===== config.mk =====
export PLATFORM = sky130hd
export DESIGN_NAME = baud_gen
export DESIGN_NICKNAME = d
export VERILOG_FILES = /design/src/rtl/baud_pkg.sv /design/src/rtl/baud_regs.sv /design/src/rtl/baud_prescaler.sv /design/src/rtl/baud_divider.sv /design/src/rtl/baud_bitcnt.sv /design/src/rtl/baud_gen.sv
export SDC_FILE = /design/constraint.sdc
export NUM_CORES = 1
export LEC_CHECK = 0
export BUFFER_PORTS_ARGS = -buffer_cell sky130_fd_sc_hd__buf_2
export CORE_AREA = 2 2 65 61
export DETAILED_ROUTE_END_ITERATION = 8
export DIE_AREA = 0 0 67 63
export GPL_TIMING_DRIVEN = 1
export HOLD_SLACK_MARGIN = 0.02
export PLACE_DENSITY = 0.72
export RECOVER_POWER = 50
export SYNTH_ARGS = -nofsm -noshare
export SYNTH_HDL_FRONTEND = slang
export SYNTH_SLANG_ARGS = --single-unit

===== constraint.sdc =====
create_clock -name clk -period 1.95 [get_ports clk]
set_input_delay 0 -clock clk [delete_from_list [all_inputs] [get_ports clk]]
set_output_delay 0 -clock clk [all_outputs]
set_load 0.005 [all_outputs]

===== src/rtl/baud_pkg.sv =====
package baud_pkg;
  // register port address map
  typedef enum logic {
    REG_DIV = 1'b0,
    REG_SEL = 1'b1
  } baud_reg_e;
endpackage


===== src/rtl/baud_regs.sv =====
module baud_regs #(
  parameter int DIV_W = 8,
  parameter int SEL_W = 2
) (
  input  logic                clk,
  input  logic                rst_n,
  input  logic                standby_i,
  input  logic                wr_en_i,
  input  baud_pkg::baud_reg_e addr_i,
  input  logic [DIV_W-1:0]    wdata_i,
  output logic [DIV_W-1:0]    div_q,
  output logic [SEL_W-1:0]    sel_q,
  output logic                cfg_chg_q
);
  logic [DIV_W-1:0] div_d;
  logic [SEL_W-1:0] sel_d;
  logic             chg_d;

  always_comb begin
    div_d = div_q;
    sel_d = sel_q;
    chg_d = 1'b0;
    if (wr_en_i) begin
      chg_d = 1'b1;
      if (addr_i == baud_pkg::REG_DIV) begin
        div_d = wdata_i;
      end else begin
        sel_d = wdata_i[SEL_W-1:0];
      end
    end
    // standby overrides any host write to the divisor
    if (standby_i) begin
      div_d = '1;
    end
  end

  always_ff @(posedge clk or negedge rst_n) begin
    if (!rst_n) begin
      div_q     <= '1;
      sel_q     <= '0;
      cfg_chg_q <= 1'b0;
    end else begin
      div_q     <= div_d;
      sel_q     <= sel_d;
      cfg_chg_q <= chg_d;
    end
  end
endmodule


===== src/rtl/baud_prescaler.sv =====
module baud_prescaler #(
  parameter int SEL_W    = 2,
  parameter int BASE_DIV = 2,
  parameter int PRE_W    = 7
) (
  input  logic             clk,
  input  logic             rst_n,
  input  logic             clr_i,
  input  logic [SEL_W-1:0] sel_i,
  output logic             tick_o
);
  localparam int N_SRC = 1 << SEL_W;

  logic [PRE_W-1:0] lim_tab [N_SRC];
  logic [PRE_W-1:0] cnt_q;
  logic [PRE_W-1:0] cnt_d;
  logic             at_lim;

  // one terminal value per source select: BASE_DIV * 4^g - 1
  for (genvar g = 0; g < N_SRC; g++) begin : g_lim
    assign lim_tab[g] = PRE_W'((BASE_DIV << (2 * g)) - 1);
  end

  assign at_lim = (cnt_q == lim_tab[sel_i]);
  assign tick_o = at_lim & ~clr_i;

  always_comb begin
    if (clr_i || at_lim) begin
      cnt_d = '0;
    end else begin
      cnt_d = cnt_q + PRE_W'(1);
    end
  end

  always_ff @(posedge clk or negedge rst_n) begin
    if (!rst_n) begin
      cnt_q <= '0;
    end else begin
      cnt_q <= cnt_d;
    end
  end
endmodule


===== src/rtl/baud_divider.sv =====
module baud_divider #(
  parameter int DIV_W = 8
) (
  input  logic             clk,
  input  logic             rst_n,
  input  logic             clr_i,
  input  logic             step_i,
  input  logic [DIV_W-1:0] div_i,
  output logic             ovs_o
);
  logic [DIV_W-1:0] cnt_q;
  logic [DIV_W-1:0] cnt_d;
  logic             at_zero;

  assign at_zero = (cnt_q == '0);
  assign ovs_o   = step_i & at_zero;

  always_comb begin
    cnt_d = cnt_q;
    if (clr_i) begin
      cnt_d = div_i;
    end else if (step_i) begin
      cnt_d = at_zero ? div_i : cnt_q - DIV_W'(1);
    end
  end

  always_ff @(posedge clk or negedge rst_n) begin
    if (!rst_n) begin
      cnt_q <= '1;
    end else begin
      cnt_q <= cnt_d;
    end
  end
endmodule


===== src/rtl/baud_bitcnt.sv =====
module baud_bitcnt #(
  parameter int OVS_RATIO = 16
) (
  input  logic clk,
  input  logic rst_n,
  input  logic clr_i,
  input  logic ovs_i,
  output logic bit_o
);
  localparam int BIT_W = $clog2(OVS_RATIO);
  localparam logic [BIT_W-1:0] LAST = BIT_W'(OVS_RATIO - 1);

  logic [BIT_W-1:0] cnt_q;
  logic [BIT_W-1:0] cnt_d;
  logic             at_last;

  assign at_last = (cnt_q == LAST);
  assign bit_o   = ovs_i & at_last;

  always_comb begin
    cnt_d = cnt_q;
    if (clr_i) begin
      cnt_d = '0;
    end else if (ovs_i) begin
      cnt_d = at_last ? '0 : cnt_q + BIT_W'(1);
    end
  end

  always_ff @(posedge clk or negedge rst_n) begin
    if (!rst_n) begin
      cnt_q <= '0;
    end else begin
      cnt_q <= cnt_d;
    end
  end
endmodule


===== src/rtl/baud_gen.sv =====
module baud_gen #(
  parameter int DIV_W     = 8,
  parameter int SEL_W     = 2,
  parameter int BASE_DIV  = 2,
  parameter int OVS_RATIO = 16
) (
  input  logic             clk,
  input  logic             rst_n,
  input  logic             standby_i,
  input  logic             bus_sel_i,
  input  logic             bus_wr_i,
  input  logic             bus_addr_i,
  input  logic [DIV_W-1:0] bus_wdata_i,
  output logic [DIV_W-1:0] bus_rdata_o,
  output logic             ovs_tick_o,
  output logic             bit_tick_o
);
  localparam int PRE_W = $clog2(BASE_DIV * (4 ** ((1 << SEL_W) - 1)));

  baud_pkg::baud_reg_e addr;
  logic [DIV_W-1:0]    div_q;
  logic [SEL_W-1:0]    sel_q;
  logic                cfg_chg_q;
  logic                wr_en;
  logic                clr;
  logic                pre_tick;
  logic                ovs;
  logic                bit_tick;

  assign addr  = baud_pkg::baud_reg_e'(bus_addr_i);
  assign wr_en = bus_sel_i & bus_wr_i;
  assign clr   = standby_i | cfg_chg_q;

  baud_regs #(
    .DIV_W(DIV_W),
    .SEL_W(SEL_W)
  ) u_regs (
    .clk       (clk),
    .rst_n     (rst_n),
    .standby_i (standby_i),
    .wr_en_i   (wr_en),
    .addr_i    (addr),
    .wdata_i   (bus_wdata_i),
    .div_q     (div_q),
    .sel_q     (sel_q),
    .cfg_chg_q (cfg_chg_q)
  );

  baud_prescaler #(
    .SEL_W   (SEL_W),
    .BASE_DIV(BASE_DIV),
    .PRE_W   (PRE_W)
  ) u_pre (
    .clk    (clk),
    .rst_n  (rst_n),
    .clr_i  (clr),
    .sel_i  (sel_q),
    .tick_o (pre_tick)
  );

  baud_divider #(
    .DIV_W(DIV_W)
  ) u_div (
    .clk    (clk),
    .rst_n  (rst_n),
    .clr_i  (clr),
    .step_i (pre_tick),
    .div_i  (div_q),
    .ovs_o  (ovs)
  );

  baud_bitcnt #(
    .OVS_RATIO(OVS_RATIO)
  ) u_bit (
    .clk   (clk),
    .rst_n (rst_n),
    .clr_i (clr),
    .ovs_i (ovs),
    .bit_o (bit_tick)
  );

  always_comb begin
    if (addr == baud_pkg::REG_SEL) begin
      bus_rdata_o = DIV_W'(sel_q);
    end else begin
      bus_rdata_o = div_q;
    end
  end

  assign ovs_tick_o = ovs;
  assign bit_tick_o = bit_tick;
endmodule


==> results.toml, run 1 <==
[outcome]
status = "finished, violations left"
failed_checks = "capacitance limit, slew limit, setup timing"

[floorplan]
dieWidth_um = 67
fp.coreArea_um2 = 3570
start_util = 0.479
fp.dieH_um = 63
dieArea_um2 = 4220
ios = 24
row_count = 21

[worst_setup_path]
critPathRequiredTime_ns = 2.17
rr_startpoint = "u_pre.cnt_q[2]"
cp-start-kind = "flip-flop"
crit_fanout = 3
arrival_ns = 2.27
r2r_cells = 6
worst_setup_path_end_kind = "flip-flop"
r2r_slack_ns = -0.10
critPathKind = "flip-flop to flip-flop"
reg2reg_to = "u_bit.cnt_q[3]"

[drt]
vias_per_cell = 5.58
dr.pass1.iters = 4
dr_wl_met2_mm = 2.08
drt_wl_total_mm = 4.28
met3_wirelength_um = 149
wl_per_cell_um = 15.1
wl_met1_mm = 1.99
drtIter0Drc = 101
drtAntennaViolNets = 0
drc_errors = 0
dr_total_vias = 1586
top_layer_used = "met4"

[clocking]
cts_tree = "done"
cts-root-buf = "clkbuf_8"
htreeDepth = 2
worstSkewPairLatency_ns = 0.29
clkTransAtPathRegs_ns = 0.07
cts_buffers = 5
clockBufferDepth = 2
clkSinkCount = 30

[sta]
rsz0062_at_grt = "yes"
worst_slack_ns = -0.104
timing.final.crit_share = 1.05
max_freq_ghz = 0.487
tightestPinTransition_ns = 1.59
post-route-min-period_ns = 2.05
setup_viol_count_final = 3
relSlewSlack = -0.0620
fin_skew_ns = 0.00564
hold_viol_final = 0
final_max_slew_viol_count = 31
timing.hold.ws_ns = 0.0303

[yosys]
synth_edf_count = 0
synthArstFlopShare = 1.00
ys_warn_count = 0
synthAdderAreaFrac = 0.0292
synthMuxAreaShare = 0.0380
yosysUniqueCellTypes = 48
synth_compound_area_frac = 0.153
netlist_instances = 184
synth_top_family_by_area = "simple AND/OR/NAND/NOR gates"
synth-simple-area-share = 0.275
yosys.area_share.xor_xnor = 0.0256
ys_ff_latch = 30
synth_nets = 202
avgSynthCellArea_um2 = 9.31
synth_seq_area_share = 0.450
synth_ff_type = "dfstp_2"
syn_area_um2 = 1710

[placed_design]
place_inst = 261
io_buffer_count = 23
post-place-ws_ns = -0.0180
gp_congestion = 0.832
dp.final_hpwl_mm = 2.75

[min_path]
hp-class = "input port to flip-flop"
hold_path.startpoint = "standby_i"
hold_end = "u_regs.div_q[6]"
hold_depth = 2

[power_and_ir_drop]
switchingPower_w = 0.000447
vdd_ir_drop_max_mv = 0.514
power_w = 0.00167
clkPwrFrac = 0.387
swShare = 0.268
cell_internal_pwr_w = 0.00122
p_seq_frac = 0.428
p_leak_nw = 1.01
power_density_nw_per_um2 = 726
pwr-share-comb = 0.185

[grt]
grt_max_degree = 31
grt_remaining_overflow = 0
grt_pass1_wl_mm = 7.01
antenna_found_initial = 0
grt_pass1_vias = 1553
grt.total_usage = 0.218

[finish]
drive_gt1_frac = 0.374
fin_util = 0.643
num_antenna_cells = 0
fin_cells = 284
final_nets = 255
syn_to_final_growth_pct = 34.0

[run]
drv_cap = 1
[how the worst max path moves through the flow]
stage	cells after the start	slack (ns)	endpoint	start
2_1_floorplan	5	-0.03	u_bit.cnt_q[3]	u_div.cnt_q[4]
3_3_place_gp	4	0.02	u_bit.cnt_q[3]	u_div.cnt_q[4]
3_5_place_dp	4	-0.02	u_bit.cnt_q[3]	u_div.cnt_q[4]
4_1_cts	6	-0.13	u_bit.cnt_q[3]	u_pre.cnt_q[2]
5_1_grt	4	-0.16	u_bit.cnt_q[3]	u_div.cnt_q[4]
6_report	6	-0.10	u_bit.cnt_q[3]	u_pre.cnt_q[2]
[state kept, by name (all words and copies together), names as in the netlist]
register and count:
u_regs.sel_q 2, u_div.cnt_q 8, u_pre.cnt_q 7, u_regs.div_q 8, u_regs.cfg_chg_q 1, u_bit.cnt_q 4
[Yosys cell counts, drive strengths merged (2+ instances only)]
| master | instances | share of area |
|---|---|---|
| a21boi | 2 | 0.0088 |
| a21oi | 7 | 0.020 |
| a22oi | 3 | 0.013 |
| and3 | 3 | 0.012 |
| buf | 3 | 0.0080 |
| clkbuf | 5 | 0.011 |
| dfrtp | 14 | 0.20 |
| dfstp | 16 | 0.25 |
| ha | 4 | 0.029 |
| inv | 5 | 0.011 |
| mux2 | 4 | 0.026 |
| mux2i | 2 | 0.012 |
| nand2 | 25 | 0.055 |
| nand2b | 2 | 0.0073 |
| nand3 | 8 | 0.023 |
| nand3b | 9 | 0.039 |
| nand4 | 5 | 0.018 |
| nor2 | 17 | 0.037 |
| nor2b | 6 | 0.022 |
| nor3 | 3 | 0.012 |
| nor4 | 2 | 0.0073 |
| o21ai | 12 | 0.037 |
| o22ai | 2 | 0.0073 |
| or2 | 3 | 0.011 |
| or3 | 2 | 0.010 |
| or4 | 2 | 0.011 |
| xor2 | 4 | 0.020 |
[per-layer routing]
layer	up-vias	track usage
met1	773	0.282
met4	0	0.0612
met3	7	0.0541
met5	-	0
met2	39	0.356
li1	767	-
[critical path, stage by stage (launching register included)]
cell	delay, ns
dfrtp_1	0.38
or3_4	0.40
a2111oi_4	0.33
buf_4	0.20
o21ai_4	0.06
or4_4	0.48
a21oi_1	0.13
[power by group through the flow]
stage	clock network, W	registers (W)	logic [W]
4_1_cts	0.000647	0.000713	0.000288
3_3_place_gp	0	0.000722	0.000244
2_1_floorplan	0	0.000722	0.000134
3_5_place_dp	0	0.000725	0.000249
6_report	0.000645	0.000714	0.000308
5_1_grt	0.000680	0.000719	0.000337
[through the flow]
step                      cell area [um2]  setup TNS (ns)
after floorplan                      1710         -0.0317
after global placement               1990               0
after detailed placement             1990         -0.0180
after CTS                            2250          -0.417
after global routing                 2300          -0.616
final                                2300          -0.189
[timing repair]
action,4_1_cts,5_1_grt
setup endpoints to repair,3,19
pin swaps,8,7
setup buffers,3,0
endpoints found under the hold margin,25,0
resized for setup,6,11
hold buffers,11,0
gates cloned,0,1
[area by class of cell]
| type | count | area (um2) |
|---|---|---|
| inverters | 5 | 18.8 |
| clock inverters | 3 | 43.8 |
| multi-input cells | 141 | 930 |
| clock buffers | 5 | 68.8 |
| well taps | 46 | 57.6 |
| flip-flops and latches | 30 | 771 |
| repair buffers | 54 | 407 |
| fillers | 303 | 1280 |
[cell families (layout without fill, tap and decap cells)]
family	count (synthesis)	count (layout)
muxes	6	6
and+or+nand+nor	89	89
DFF	30	30
buffers and inverters	13	67
xor gates and xnor gates	5	5
adders and majority gates	4	4
AOI/OAI and AO/OA	37	37
[layout by cell type, fill, tap and decap left out, drive strengths merged, types with 7 or more instances in the layout]
master	instances
dfrtp	14
o21ai	12
nor2	17
nand3	8
nand3b	9
nand2	25
dfstp	16
dlygate4sd3	11
buf	42
a21oi	7
Power figures use the tool's default switching activity.
==> run 2, diff against run 1 <==
- SLEW_MARGIN: unset -> 15
- clock period: 1.95 -> 1.75 ns (I/O delays scaled with it)
==> results.toml, run 2 (synthesis gave the netlist of run 1 again) <==
[floorplan]
ios = 24
start_util = 0.479
dieWidth_um = 67
row_count = 21
fp.dieH_um = 63
fp.coreArea_um2 = 3570
dieArea_um2 = 4220

[finish]
fin_util = 0.719
final_nets = 276
drive_gt1_frac = 0.498
seq_area_um2 = 771
multi_input_area_um2 = 1060
finalInstanceArea_um2 = 2570
top_regs = "u_div.cnt_q: 8 flops, u_regs.div_q: 8 flops, u_pre.cnt_q: 7 flops"
fillers = 258
syn_to_final_growth_pct = 50.0
num_antenna_cells = 0
layout_common_cells = "buf_4, nand2_1, buf_2, dfstp_2, dfrtp_1"
final_common_cell = "buf_4"

[worst_setup_path]
rr_startpoint = "u_pre.cnt_q[1]"
crit_fanout = 3
crit_end = "u_bit.cnt_q[3]"
cp-start-kind = "flip-flop"
cp_num_cells = 6
arrival_ns = 2.24
critPathBufInv = 1
r2r_cells = 6
reg2reg_to = "u_bit.cnt_q[3]"
critPathRequiredTime_ns = 1.96
crit_path_start = "u_pre.cnt_q[1]"
slowest_delay_ns = 0.48
crit_chain = "or3_4 -> a2111oi_4 -> buf_4 -> o21ai_4 -> or4_4 -> a21oi_2"
critPathKind = "flip-flop to flip-flop"
cp_slowest_cell = "or4_4"
worst_setup_path_end_kind = "flip-flop"
critical_path.top_delay_family = "simple AND/OR/NAND/NOR gates"
r2r_slack_ns = -0.27

[clocking]
clockBufferDepth = 2
clkSinkCount = 30
worstSkewPairLatency_ns = 0.28
htreeDepth = 2
clkTransAtPathRegs_ns = 0.06
cts-root-buf = "clkbuf_8"
cts_tree = "done"
cts_buffers = 5

[grt]
grt-busiest-layer = "met2"
grt_pass1_wl_mm = 7.37
use_met3 = 0.0541
grt.total_usage = 0.229
grt.met2_usage = 0.361
grt_remaining_overflow = 0
grt_pass1_vias = 1600
met1_usage = 0.307
antenna_found_initial = 0
grt_max_degree = 31

[sta]
post-route-min-period_ns = 2.02
tightestPinTransition_ns = 0.725
final_max_slew_viol_count = 0
max_freq_ghz = 0.494
relSlewSlack = 0.517
rsz0062_at_grt = "yes"
setup_viol_count_final = 19
worst_slack_ns = -0.274
timing.final.crit_share = 1.16
timing.hold.ws_ns = 0.0399
hold_viol_final = 0
fin_skew_ns = 0.00323

[min_path]
hold_path.startpoint = "standby_i"
hp-class = "input port to flip-flop"

[run]
drv_cap = 0

[power_and_ir_drop]
power_w = 0.00179
power_density_nw_per_um2 = 696
p_leak_nw = 1.15
vdd_ir_drop_max_mv = 0.554

[drt]
drt_wl_total_mm = 4.64
drtIter0Drc = 74
drtAntennaViolNets = 0
vias_per_cell = 5.49
drc_errors = 0
wl_per_cell_um = 15.2
dr.pass1.iters = 4
dr_total_vias = 1674

[placed_design]
gp_congestion = 0.890
dpl_cell_area_um2 = 2100
post-place-ws_ns = -0.213
io_buffer_count = 23
dp.final_hpwl_mm = 2.90

[outcome]
status = "finished, violations left"
failed_checks = "setup timing"
-- run 2: changes by cell type in the layout (fill, tap and decap cells not counted), moves of 3 or more --
| cell | before | now |
|---|---|---|
| a21oi_1 | 7 | 4 |
| o21ai_2 | 0 | 4 |
| nor2_1 | 17 | 11 |
| o21ai_0 | 11 | 7 |
| buf_4 | 16 | 30 |
| buf_6 | 2 | 11 |
| nor2_2 | 0 | 5 |
| a21oi_2 | 0 | 3 |
-- run 2: final cells by class --
class,instances,share of cell area
multi-input combinational,141,0.412
sequential,30,0.300
timing repair buffer,75,0.224
clock buffer,8,0.0351
tap,46,0.0224
inverter,5,0.00731
-- run 2: worst min-delay path by stage --
stage	end	slack, ns	cells after the start
floorplan	u_bit.cnt_q[0]	-0.30	0
global placement	u_regs.sel_q[1]	0.06	1
detailed placement	u_pre.cnt_q[5]	0.07	1
CTS	u_regs.div_q[2]	0.03	2
global route	u_regs.div_q[2]	0.05	2
finish	u_regs.div_q[2]	0.04	2
-- run 2: report_power, final --
part,internal (W),switching [W]
registers,0.000756,0.0000312
clock network,0.000320,0.000246
logic,0.000232,0.000203
-- run 2: layer usage --
layer,part of all wire,vias up
met2,0.50,48
met3,0.037,7
met5,0,-
met4,0.016,0
li1,-,800
met1,0.44,819
-- run 2: timing repair --
| item | in CTS | in global routing |
|---|---|---|
| pin swaps | 12 | 13 |
| hold buffers | 11 | 0 |
| hold endpoints to repair | 25 | 0 |
| setup endpoints to repair | 19 | 20 |
| setup buffers | 5 | 4 |
| resized for setup | 18 | 33 |
-- run 2: stage by stage --
step	cells	TNS, ns
after global placement	277	-1.06
after CTS	301	-3.22
after global routing	305	-4.41
after floorplan	184	-0.862
final	305	-2.96
after detailed placement	277	-1.57
